[src/rtl/eep_pkg.sv]
package eep_pkg;
    localparam logic [3:0] DEV_FAMILY = 4'b1010;

    typedef enum logic [3:0] {
        ST_IDLE,
        ST_DEVADDR,
        ST_DEV_ACK,
        ST_WADDR,
        ST_WADDR_ACK,
        ST_WDATA,
        ST_WDATA_ACK,
        ST_RD_BYTE,
        ST_RD_ACK,
        ST_WAIT_STOP,
        ST_PROG
    } eep_state_e;
endpackage

[src/rtl/eep_bus_sync.sv]
module eep_bus_sync #(
    parameter int STAGES = 2
) (
    input  logic clk,
    input  logic rst_n,
    input  logic scl_i,
    input  logic sda_i,
    output logic sda_s,
    output logic scl_rise,
    output logic scl_fall,
    output logic start_det,
    output logic stop_det
);
    localparam int DEPTH = (STAGES < 2) ? 2 : STAGES;

    logic [DEPTH-1:0] scl_pipe, sda_pipe;
    logic             scl_s, scl_d, sda_d;

    always_ff @(posedge clk or negedge rst_n) begin
        if (!rst_n) begin
            scl_pipe <= '1;
            sda_pipe <= '1;
            scl_d    <= 1'b1;
            sda_d    <= 1'b1;
        end else begin
            scl_pipe <= {scl_pipe[DEPTH-2:0], scl_i};
            sda_pipe <= {sda_pipe[DEPTH-2:0], sda_i};
            scl_d    <= scl_s;
            sda_d    <= sda_s;
        end
    end

    assign scl_s     = scl_pipe[DEPTH-1];
    assign sda_s     = sda_pipe[DEPTH-1];
    assign scl_rise  = scl_s & ~scl_d;
    assign scl_fall  = ~scl_s & scl_d;
    assign start_det = scl_s & scl_d & sda_d & ~sda_s;
    assign stop_det  = scl_s & scl_d & ~sda_d & sda_s;
endmodule

[src/rtl/eep_mem.sv]
module eep_mem #(
    parameter int AW = 8,
    parameter int DW = 8
) (
    input  logic          clk,
    input  logic          rst_n,
    input  logic          we,
    input  logic [AW-1:0] waddr,
    input  logic [DW-1:0] wdata,
    input  logic [AW-1:0] raddr,
    output logic [DW-1:0] rdata
);
    localparam int DEPTH = 1 << AW;

    logic [DW-1:0] cells [DEPTH];

    always_ff @(posedge clk or negedge rst_n) begin
        if (!rst_n) begin
            for (int i = 0; i < DEPTH; i++) cells[i] <= '0;
        end else if (we) begin
            cells[waddr] <= wdata;
        end
    end

    assign rdata = cells[raddr];
endmodule

[src/rtl/eep_busy_timer.sv]
module eep_busy_timer #(
    parameter int CYCLES = 1000
) (
    input  logic clk,
    input  logic rst_n,
    input  logic start,
    output logic busy
);
    localparam int CW = $clog2(CYCLES + 1);

    logic [CW-1:0] remain;

    always_ff @(posedge clk or negedge rst_n) begin
        if (!rst_n)              remain <= '0;
        else if (start)          remain <= CW'(CYCLES);
        else if (remain != '0)   remain <= remain - 1'b1;
    end

    assign busy = (remain != '0);
endmodule

[src/rtl/i2c_eeprom_target.sv]
module i2c_eeprom_target
    import eep_pkg::*;
#(
    parameter logic [2:0] DEV_CFG     = 3'b000,
    parameter int         BUSY_CYCLES = 5000,
    parameter int         SYNC_STAGES = 2,
    parameter int         AW          = 8
) (
    input  logic clk,
    input  logic rst_n,
    input  logic scl_i,
    input  logic sda_i,
    output logic sda_oe
);
    localparam int DW       = 8;
    localparam int BCW      = $clog2(DW + 1);
    localparam logic [BCW-1:0] LAST_BIT = BCW'(DW);
    localparam logic [6:0] MY_ADDR = {DEV_FAMILY, DEV_CFG};

    eep_state_e state_q, state_d;

    logic          sda_s, scl_rise, scl_fall, start_det, stop_det;
    logic [DW-1:0] shreg, wdata_q, mem_rdata;
    logic [AW-1:0] ptr;
    logic [BCW-1:0] bitcnt;
    logic          ack_rise, m_ack, wr_pend;
    logic          mem_we, tmr_busy;
    logic          byte_done, rx_state, ack_state;

    eep_bus_sync #(.STAGES(SYNC_STAGES)) u_sync (
        .clk(clk), .rst_n(rst_n), .scl_i(scl_i), .sda_i(sda_i),
        .sda_s(sda_s), .scl_rise(scl_rise), .scl_fall(scl_fall),
        .start_det(start_det), .stop_det(stop_det)
    );

    eep_mem #(.AW(AW), .DW(DW)) u_mem (
        .clk(clk), .rst_n(rst_n), .we(mem_we), .waddr(ptr),
        .wdata(wdata_q), .raddr(ptr), .rdata(mem_rdata)
    );

    eep_busy_timer #(.CYCLES(BUSY_CYCLES)) u_timer (
        .clk(clk), .rst_n(rst_n), .start(mem_we), .busy(tmr_busy)
    );

    assign byte_done = scl_fall && (bitcnt == LAST_BIT);
    assign rx_state  = (state_q == ST_DEVADDR) || (state_q == ST_WADDR) ||
                       (state_q == ST_WDATA);
    assign ack_state = (state_q == ST_DEV_ACK) || (state_q == ST_WADDR_ACK) ||
                       (state_q == ST_WDATA_ACK) || (state_q == ST_RD_ACK);

    // state register
    always_ff @(posedge clk or negedge rst_n) begin
        if (!rst_n) state_q <= ST_IDLE;
        else        state_q <= state_d;
    end

    // next-state logic
    always_comb begin
        state_d = state_q;
        if (state_q == ST_PROG) begin
            if (!tmr_busy) state_d = ST_IDLE;
        end else if (start_det) begin
            state_d = ST_DEVADDR;
        end else if (stop_det) begin
            state_d = (state_q == ST_WAIT_STOP && wr_pend) ? ST_PROG : ST_IDLE;
        end else begin
            unique case (state_q)
                ST_IDLE:      state_d = ST_IDLE;
                ST_DEVADDR:   if (byte_done)
                                  state_d = (shreg[7:1] == MY_ADDR) ? ST_DEV_ACK : ST_IDLE;
                ST_DEV_ACK:   if (scl_fall && ack_rise)
                                  state_d = shreg[0] ? ST_RD_BYTE : ST_WADDR;
                ST_WADDR:     if (byte_done) state_d = ST_WADDR_ACK;
                ST_WADDR_ACK: if (scl_fall && ack_rise) state_d = ST_WDATA;
                ST_WDATA:     if (byte_done) state_d = ST_WDATA_ACK;
                ST_WDATA_ACK: if (scl_fall && ack_rise) state_d = ST_WAIT_STOP;
                ST_RD_BYTE:   if (byte_done) state_d = ST_RD_ACK;
                ST_RD_ACK:    if (scl_fall && ack_rise)
                                  state_d = m_ack ? ST_RD_BYTE : ST_WAIT_STOP;
                ST_WAIT_STOP: state_d = ST_WAIT_STOP;
                default:      state_d = ST_IDLE;
            endcase
        end
    end

    // datapath registers
    always_ff @(posedge clk or negedge rst_n) begin
        if (!rst_n) begin
            shreg    <= '0;
            wdata_q  <= '0;
            ptr      <= '0;
            bitcnt   <= '0;
            ack_rise <= 1'b0;
            m_ack    <= 1'b0;
            wr_pend  <= 1'b0;
        end else if (state_q != ST_PROG && start_det) begin
            bitcnt   <= '0;
            ack_rise <= 1'b0;
            wr_pend  <= 1'b0;
        end else if (state_q != state_d) begin
            bitcnt   <= '0;
            ack_rise <= 1'b0;
            if (state_d == ST_WADDR_ACK) ptr <= shreg;
            if (state_d == ST_WDATA_ACK) begin
                wdata_q <= shreg;
                wr_pend <= 1'b1;
            end
            if (state_d == ST_RD_BYTE) shreg <= mem_rdata;
            if (state_d == ST_RD_ACK)  ptr   <= ptr + 1'b1;
            if (state_d == ST_PROG || state_d == ST_IDLE) wr_pend <= 1'b0;
        end else begin
            if (rx_state && scl_rise) begin
                shreg  <= {shreg[DW-2:0], sda_s};
                bitcnt <= bitcnt + 1'b1;
            end
            if (ack_state && scl_rise) begin
                ack_rise <= 1'b1;
                m_ack    <= ~sda_s;
            end
            if (state_q == ST_RD_BYTE) begin
                if (scl_rise) bitcnt <= bitcnt + 1'b1;
                if (scl_fall) shreg  <= {shreg[DW-2:0], 1'b0};
            end
        end
    end

    // outputs
    always_comb begin
        sda_oe = 1'b0;
        mem_we = 1'b0;
        unique case (state_q)
            ST_DEV_ACK, ST_WADDR_ACK, ST_WDATA_ACK: sda_oe = 1'b1;
            ST_RD_BYTE:   sda_oe = ~shreg[DW-1];
            ST_WAIT_STOP: mem_we = stop_det & wr_pend;
            default:      sda_oe = 1'b0;
        endcase
    end
endmodule

[config.mk]
export PLATFORM = sky130hd
export DESIGN_NAME = i2c_eeprom_target
export DESIGN_NICKNAME = d
export VERILOG_FILES = /design/src/rtl/eep_pkg.sv /design/src/rtl/eep_bus_sync.sv /design/src/rtl/eep_mem.sv /design/src/rtl/eep_busy_timer.sv /design/src/rtl/i2c_eeprom_target.sv
export SDC_FILE = /design/constraint.sdc
export NUM_CORES = 2
export LEC_CHECK = 0
export BUFFER_PORTS_ARGS = -buffer_cell sky130_fd_sc_hd__buf_2
export CORE_UTILIZATION = 50
export DETAILED_ROUTE_END_ITERATION = 12
export PLACE_DENSITY = 0.73
export SETUP_SLACK_MARGIN = 0.02
export SYNTH_ARGS = -nofsm -noshare
export SYNTH_HDL_FRONTEND = slang
export SYNTH_SLANG_ARGS = --single-unit
export TNS_END_PERCENT = 50
[constraint.sdc]
create_clock -name clk -period 3.8 [get_ports clk]
set_input_delay 0.76 -clock clk [delete_from_list [all_inputs] [get_ports clk]]
set_output_delay 0.76 -clock clk [all_outputs]
set_load 0.05 [all_outputs]
# Yosys cells after proc, flatten, opt, wreduce, memory -nomap -nowiden

Index checks and enable logic that the tools add are counted.

Output and inout port bits: 1
Input port bits: 4
Memories kept: 0
Memory bits (writable): 0
Bits in latches: 0
Logic and storage cells: 382
Register bits after elaboration: 2102
ROM bits: 0

Shifts and indexed selects: 0
Reductions and logical operators: 26
$add $sub $neg: 3
Bitwise operators: 16
Divide/modulo/power cells: 0
Mux-type cells: 46
Eq/ne operators: 20
Magnitude comparators: 2
$mul: 0

Operators by type and width:

| cell                  | count |
|---|---|
| $bwmux 2048           | 1 |
| $mux 8                | 10 |
| $mux 4                | 19 |
| $bmux 8 s8            | 1 |
| $demux 8 s8           | 1 |
| $pmux 4 s9            | 1 |
| $eq 4x3->1 const B    | 7 |
| $mux 13               | 2 |
| $eq 4x4->1 const B    | 6 |
| $reduce_bool 13->1    | 1 |
| $sub 13x1->13 const B | 1 |
| $ge 9x9->1 const B    | 1 |
| $lt 9x1->1 const B    | 1 |
| $not 8->9             | 1 |
| $reduce_and 3->1      | 3 |
| $add 8x1->8 const B   | 1 |
| $and 1x1->1           | 8 |
| $eq 4x2->1 const B    | 2 |
| $mux 1                | 8 |
| $eq 7x7->1 const B    | 1 |
| $logic_and 1x1->1     | 7 |
| $not 1->1             | 7 |
| $logic_or 1x1->1      | 6 |
| $reduce_bool 2->1     | 3 |
| other kinds (12)      | 14 |

# Depth between registers and ports, before layout

Depth in word-level cells: 13
Depth in mapped cells: 13
Depth with buffers taken out: 10

# Modules after synthesis

From an unflattened synthesis, not the netlist that was laid out.

Cells, all modules: 6388
Area, all modules: 96665.2 sq um

By module, submodules not included:

| module            | times used | cells an instance | sequential area each (sq um) | area each (sq um) |
|---|---|---|---|---|
| eep_mem           | 1          | 6068              | 51249.2                      | 93414.6 |
| i2c_eeprom_target | 1          | 236               | 875.8                        | 2353.5 |
| eep_busy_timer    | 1          | 74                | 325.3                        | 706.9 |
| eep_bus_sync      | 1          | 10                | 157.7                        | 190.2 |

# Worst setup path before layout

Ideal clock, no wire load.

Path kind: flip-flop to flip-flop
From: reg ptr[1]
To: reg u_mem.cells[1560] (netlist name)
Period minus slack after synthesis: 2.998 ns
Cell stages (with the launch flop): 13
Arrival: 2.873 ns
Setup time: 0.125 ns
Setup slack: 0.802 ns
Path through: dfrtp_1 -> buf_2 -> buf_2 -> buf_2 -> buf_2 -> buf_2 -> inv_1 -> ha_1 -> and3_1 -> clkbuf_1 -> clkbuf_1 -> nand2_1 -> mux2_2

Cells in the longest elaborated chain, start to end: 6

Ends and longest elaborated chain:

| element                                                               | line                     | text |
|---|---|---|
| from (decl)                                                           | i2c_eeprom_target.sv:24  | `logic [AW-1:0] ptr;` |
| from (signal assigned)                                                | i2c_eeprom_target.sv:103 | `if (state_d == ST_WADDR_ACK) ptr <= shreg;` |
| from (signal assigned)                                                | i2c_eeprom_target.sv:109 | `if (state_d == ST_RD_ACK) ptr <= ptr + 1'b1;` |
| $not 8->9 (implied by the code) (*)                                   | eep_mem.sv:21            | `cells[waddr] <= wdata;` |
| $ge 9x9->1 (implied by the code) / $lt 9x1->1 (equally long branches) | eep_mem.sv:21            |  |
| $logic_and 1x1->1 (implied by the code)                               | eep_mem.sv:21            |  |
| $mux 8 (implied by the code)                                          | eep_mem.sv:21            |  |
| $demux 8 s8 (*)                                                       | eep_mem.sv:21            |  |
| $bwmux 2048 (*)                                                       | eep_mem.sv:21            |  |
| to (signal, indexed assignment)                                       | eep_mem.sv:21            |  |
| to (decl)                                                             | eep_mem.sv:15            | `logic [DW-1:0] cells [DEPTH];` |

Mark *: on every way between the ends. The rest lies on a longest branch, timed or not.
A chain may end at the register's enable or synchronous reset.

# Worst setup path in the final report

From: reg ptr[0]
To: reg shreg[7]

Cells in the longest elaborated chain, start to end: 6

Ends and longest elaborated chain:

| element                                    | line                     | text |
|---|---|---|
| $not 8->9 (implied by the code)            | eep_mem.sv:25            | `assign rdata = cells[raddr];` |
| $bmux 8 s8                                 | eep_mem.sv:25            |  |
| $mux 8 (implied by the code) (2 in series) | eep_mem.sv:25            |  |
| $mux 8                                     | i2c_eeprom_target.sv:108 | `if (state_d == ST_RD_BYTE) shreg <= mem_rdata;` |
| $mux 8                                     | i2c_eeprom_target.sv:100 | `end else if (state_q != state_d) begin` |
| to (signal assigned)                       | i2c_eeprom_target.sv:108 |  |
| to (signal assigned)                       | i2c_eeprom_target.sv:113 | `shreg <= {shreg[DW-2:0], sda_s};` |
| to (signal assigned)                       | i2c_eeprom_target.sv:122 | `if (scl_fall) shreg <= {shreg[DW-2:0], 1'b0};` |
| to (decl)                                  | i2c_eeprom_target.sv:23  | `logic [DW-1:0] shreg, wdata_q, mem_rdata;` |

Every way passes these cells. The select of a mux whose other input is x is not followed.

==> run summary <==
The run gives 60,130 as the vias after detailed routing. Measured against its own limit, the worst slew margin works out to 20.87%. The critical path starts at ptr[0].

For the largest net degree at the start of global routing, the log shows 177. The mean cell area of the mapped netlist works out to 15.15 sq um. Summing all flip-flop and latch instances after layout gives 52,660 sq um. Clock tree synthesis found a total of 2,102 sinks.

The detailed-route vias per instance was 6.452; the clock transition at the registers of the reported paths was 70 ps. The setup check on the worst reg-to-reg path leaves a slack of 4 ps. Yosys mapped a number of flops with a built-in enable equal to 0. The number of different library cells used by synthesis comes to 90. The start point of the worst min-delay path was u_sync.scl_pipe[0].

STA puts the critical path data arrival time at 4540 ps. The remaining number of nets flagged by the antenna check after routing is 0, and the setup TNS after final layout is 0 ps. The critical path ends at shreg[7]. The kind of launch point of the worst setup path is a register. The tools report the final core utilization as 57.84%.

The detailed router finished its first iteration with 5,826 violations. The tools report the clock buffer count from CTS as 211. The layout filler cell count came out at 14,519. The run gives 0 as the final-report hold violation count. The average wire per standard cell is 30.33 um. The logs give 4.348 ps for the least setup slack across all paths after layout and 52.64 nW for the leakage dissipation.

The tools report the final count of pins violating max slew as 0. Width of the die: 441.6 um. After clock tree synthesis, the setup repair step added 0 buffers.

The die covers 195,000 sq um. Summed over all nets, the half-perimeter wirelength after detailed placement is 190,900 um. Summing all multi-input logic gate instances after layout gives 41,960 sq um.

The synthesized area was 96,620 sq um. 5 I/O pins were placed. The minimum period implied by the final worst setup slack came out at 3796 ps. The class of the worst hold path is reg2reg. Power spread over the standard cell area amounts to 517.5 nW/um^2. The kind of cell with the highest combined delay on the critical path is multiplexers. Sequential elements use 54.45% of the synthesized area. Slew at the pin with the worst max-slew slack: 1187 ps. The critical register-to-register path endpoint was shreg[7]. Among all stages on the critical path, the largest delay is contributed by sky130_fd_sc_hd__dfrtp_4. STA classifies the critical path endpoint as a register. The count of port buffers added during placement is 4, and the combined global-route utilization of all metal layers is 29.27%. The delay of the slowest critical-path stage works out to 760 ps. In this run, placement finished with an instance count of 8,920. In this run the deepest clock path goes through 3 buffers. The tools report the part of the total power dissipated in the clock network as 38.2%. After floorplanning, the core was divided into 160 placement rows. The final layout contains routed wiring with a total length of 282,600 um. The post-route fraction of the period consumed by the critical path is 99.89%.

Per report_power, the combinational group accounts for 21.5% of the total. The signal on the critical path passes through buf_12 > buf_4 > mux4_2 > mux4_2 > a221oi_1 > buf_4 > a22o_1 > a211oi_1. The logs give 880 ps for the clock insertion delay at the later pin of the skew report and 0.0005118 V for the maximum resistive drop on vdd. The number of nets at the end of the flow came out at 6,637. The number of detailed-routing iterations run before antenna repair was 6.

Of all nets on the critical path, the largest fanout is 22. The initial antenna violation count is 12, and the clock skew is 36.30 ps. Clock tree synthesis selected as its root buffer the cell sky130_fd_sc_hd__clkbuf_16. For this configuration, the core starts out at a cell density of 50.59%. The critical path is of the reg2reg type.

The logic depth of the worst path, buffers included is 8. The run gives -395.6 ps as the worst-case setup slack after placement. The via count of the first global-routing pass is 61,687. The worst register-to-register path has a depth of 8. The H-tree depth reported by CTS is 4. The first global-routing pass estimated 422,200 um of wire. The die boundary height works out to 441.6 um. The flow ran to the end, and the final reports show no timing, DRC or antenna violations.

Sum of internal, switching and leakage power: 57.16 mW. The floorplan step defined a core boundary enclosing 191,000 sq um. The total overflow left after global routing is 0.

From synthesis to final layout, the design area changed by 14.32%. TritonCTS built the clock tree. Internal power comes to 39.51 mW. After synthesis, the share of flip-flops with an asynchronous set or reset is 100.0%. At the end of routability-driven placement, the weighted congestion stood at 0.9737. The switching power came out at 17.65 mW. The startpoint identified for the worst register-to-register timing path is ptr[0].

When the netlist entered floorplanning its net count stood at 6,388. For the endpoint required time on the critical path, the log shows 4540 ps. Setup repair after global routing could not meet its margin everywhere. The buffering stage count on the worst path with inverters included is 3.

The share of total power dissipated in sequential elements is 40.3%. Setup violations remaining at the end of the flow were counted as 0. Max-cap violations in this run came to 0. Dominant synthesized flop cell: sky130_fd_sc_hd__dfrtp_1.

The fmax is 263.5 MHz. After detailed routing, the number of remaining DRC violations is 0. The logs give 0 for the number of synthesis warnings and 6,376 for the cell count after synthesis. After synthesis the netlist holds a flip-flop and latch count of 2,102.

The finished layout holds 9,319 standard cells, fillers aside. The share of layout cells above drive strength 1 is 52.27%, and the fraction of power spent switching nets is 30.88%.
## flip-flops by register name (all words and copies together) (netlist names), 4 cells and up
register	count
u_timer.remain	13
bitcnt	4
u_mem.cells	2048
state_q	4
shreg	8
ptr	8
wdata_q	8
## synthesized netlist by cell type (20+ instances only)
| library cell | n | area, sq um |
|---|---|---|
| sky130_fd_sc_hd__nand2_1 | 312 | 1171 |
| sky130_fd_sc_hd__nand4_1 | 20 | 125.1 |
| sky130_fd_sc_hd__o21ai_0 | 37 | 185.2 |
| sky130_fd_sc_hd__nor3_1 | 24 | 120.1 |
| sky130_fd_sc_hd__dfrtp_1 | 2096 | 52450 |
| sky130_fd_sc_hd__a22oi_1 | 88 | 660.6 |
| sky130_fd_sc_hd__mux2i_1 | 143 | 1431 |
| sky130_fd_sc_hd__nand3_1 | 63 | 315.3 |
| sky130_fd_sc_hd__clkbuf_1 | 320 | 1201 |
| sky130_fd_sc_hd__mux2_2 | 2050 | 23080 |
| sky130_fd_sc_hd__a21oi_1 | 69 | 345.3 |
| sky130_fd_sc_hd__a221oi_1 | 23 | 201.4 |
| sky130_fd_sc_hd__nor2_1 | 95 | 356.6 |
| sky130_fd_sc_hd__buf_2 | 89 | 445.4 |
| sky130_fd_sc_hd__nor2_2 | 78 | 488.0 |
| sky130_fd_sc_hd__buf_4 | 51 | 382.9 |
| sky130_fd_sc_hd__mux4_2 | 483 | 10880 |
## worst min-delay path by stage
stage	endpoint	depth (start not counted)
floorplan	u_sync.scl_pipe[1]	0
global placement	u_sync.scl_pipe[1]	0
detailed placement	u_sync.sda_pipe[1]	0
CTS	u_sync.scl_pipe[1]	0
global route	u_sync.scl_pipe[1]	0
finish	u_sync.scl_pipe[1]	0
## repair_timing
action                                  4_1_cts  5_1_grt
hold buffers                                  3        0
hold endpoints to repair                     65        0
endpoints found under the setup margin        4        3
resized for setup                             6        3
## cell usage in the layout, fill, tap and decap left out, types with 17 or more instances in the layout
| cell type | n |
|---|---|
| sky130_fd_sc_hd__dfrtp_1 | 2081 |
| sky130_fd_sc_hd__mux2_2 | 2050 |
| sky130_fd_sc_hd__mux4_2 | 483 |
| sky130_fd_sc_hd__buf_4 | 403 |
| sky130_fd_sc_hd__nand2_1 | 312 |
| sky130_fd_sc_hd__clkbuf_16 | 214 |
| sky130_fd_sc_hd__mux2i_1 | 142 |
| sky130_fd_sc_hd__buf_12 | 110 |
| sky130_fd_sc_hd__nor2_1 | 90 |
| sky130_fd_sc_hd__a22oi_1 | 88 |
| sky130_fd_sc_hd__nor2_2 | 80 |
| sky130_fd_sc_hd__a21oi_1 | 69 |
| sky130_fd_sc_hd__nand3_1 | 63 |
| sky130_fd_sc_hd__clkbuf_8 | 58 |
| sky130_fd_sc_hd__clkinv_2 | 46 |
| sky130_fd_sc_hd__clkbuf_1 | 39 |
| sky130_fd_sc_hd__o21ai_0 | 36 |
| sky130_fd_sc_hd__a221oi_1 | 23 |
| sky130_fd_sc_hd__nor3_1 | 21 |
| sky130_fd_sc_hd__nand4_1 | 20 |
| sky130_fd_sc_hd__a211oi_1 | 17 |
| sky130_fd_sc_hd__bufinv_16 | 17 |
## worst register-to-register path: cells and delay by family (launching register included)
kind / cells / cell delay (ps)
AO/OA/AOI/OAI: 3 / 840
multiplexers: 2 / 1150
buffers and inverters: 3 / 900
flip-flops: 1 / 760
## kinds of logic (layout without fill, tap and decap cells)
group / after synthesis / in the layout / synth area share (%)
mux: 2687 / 2687 / 36.76
xor+xnor: 13 / 13 / 0.1178
buf+inv: 503 / 932 / 2.299
flops: 2102 / 2102 / 54.45
simple gates: 693 / 693 / 3.520
compound gates: 370 / 370 / 2.754
fa+ha+maj: 8 / 8 / 0.1036
other cells: 0 / 3 / 0
## power groups by stage
stage	sequential [mW]	clock, mW	combinational [mW]
2_1_floorplan	23.0	0	6.85
3_3_place_gp	23.4	0	12.0
3_5_place_dp	23.4	0	12.1
4_1_cts	23.0	22.1	12.1
5_1_grt	23.0	22.9	12.6
6_report	23.0	21.8	12.3
## stage by stage
step | hold slack [ps] | instance area (sq um)
after global placement | 350.5 | 103000
after CTS | 361.8 | 110400
after global routing | 363.1 | 110500
after detailed placement | 349.9 | 103000
final | 359.3 | 110500
after floorplan | 345.2 | 96620
## per-layer routing
metal  wire [um]  part of all wire [%]  up-vias  GRT usage, %
met4       14370                   5.1        6         13.14
met2      127900                    45     2478         43.90
met3       22960                   8.1      690         6.531
met5          37                 0.013        -             0
met1      117300                    42    32597         40.94
li1            -                     -    24359             -
## layout make-up
cell class	count	area share (%)
Clock inverter	82	0.9368
Timing Repair Buffer	519	4.773
Multi-Input combinational cell	3771	37.99
Clock buffer	311	5.703
Antenna cell	3	0.006797
Inverter	20	0.07250
Sequential cell	2102	47.67
Tap cell	2511	2.844
Note: power is estimated with default switching activity, not from simulation.
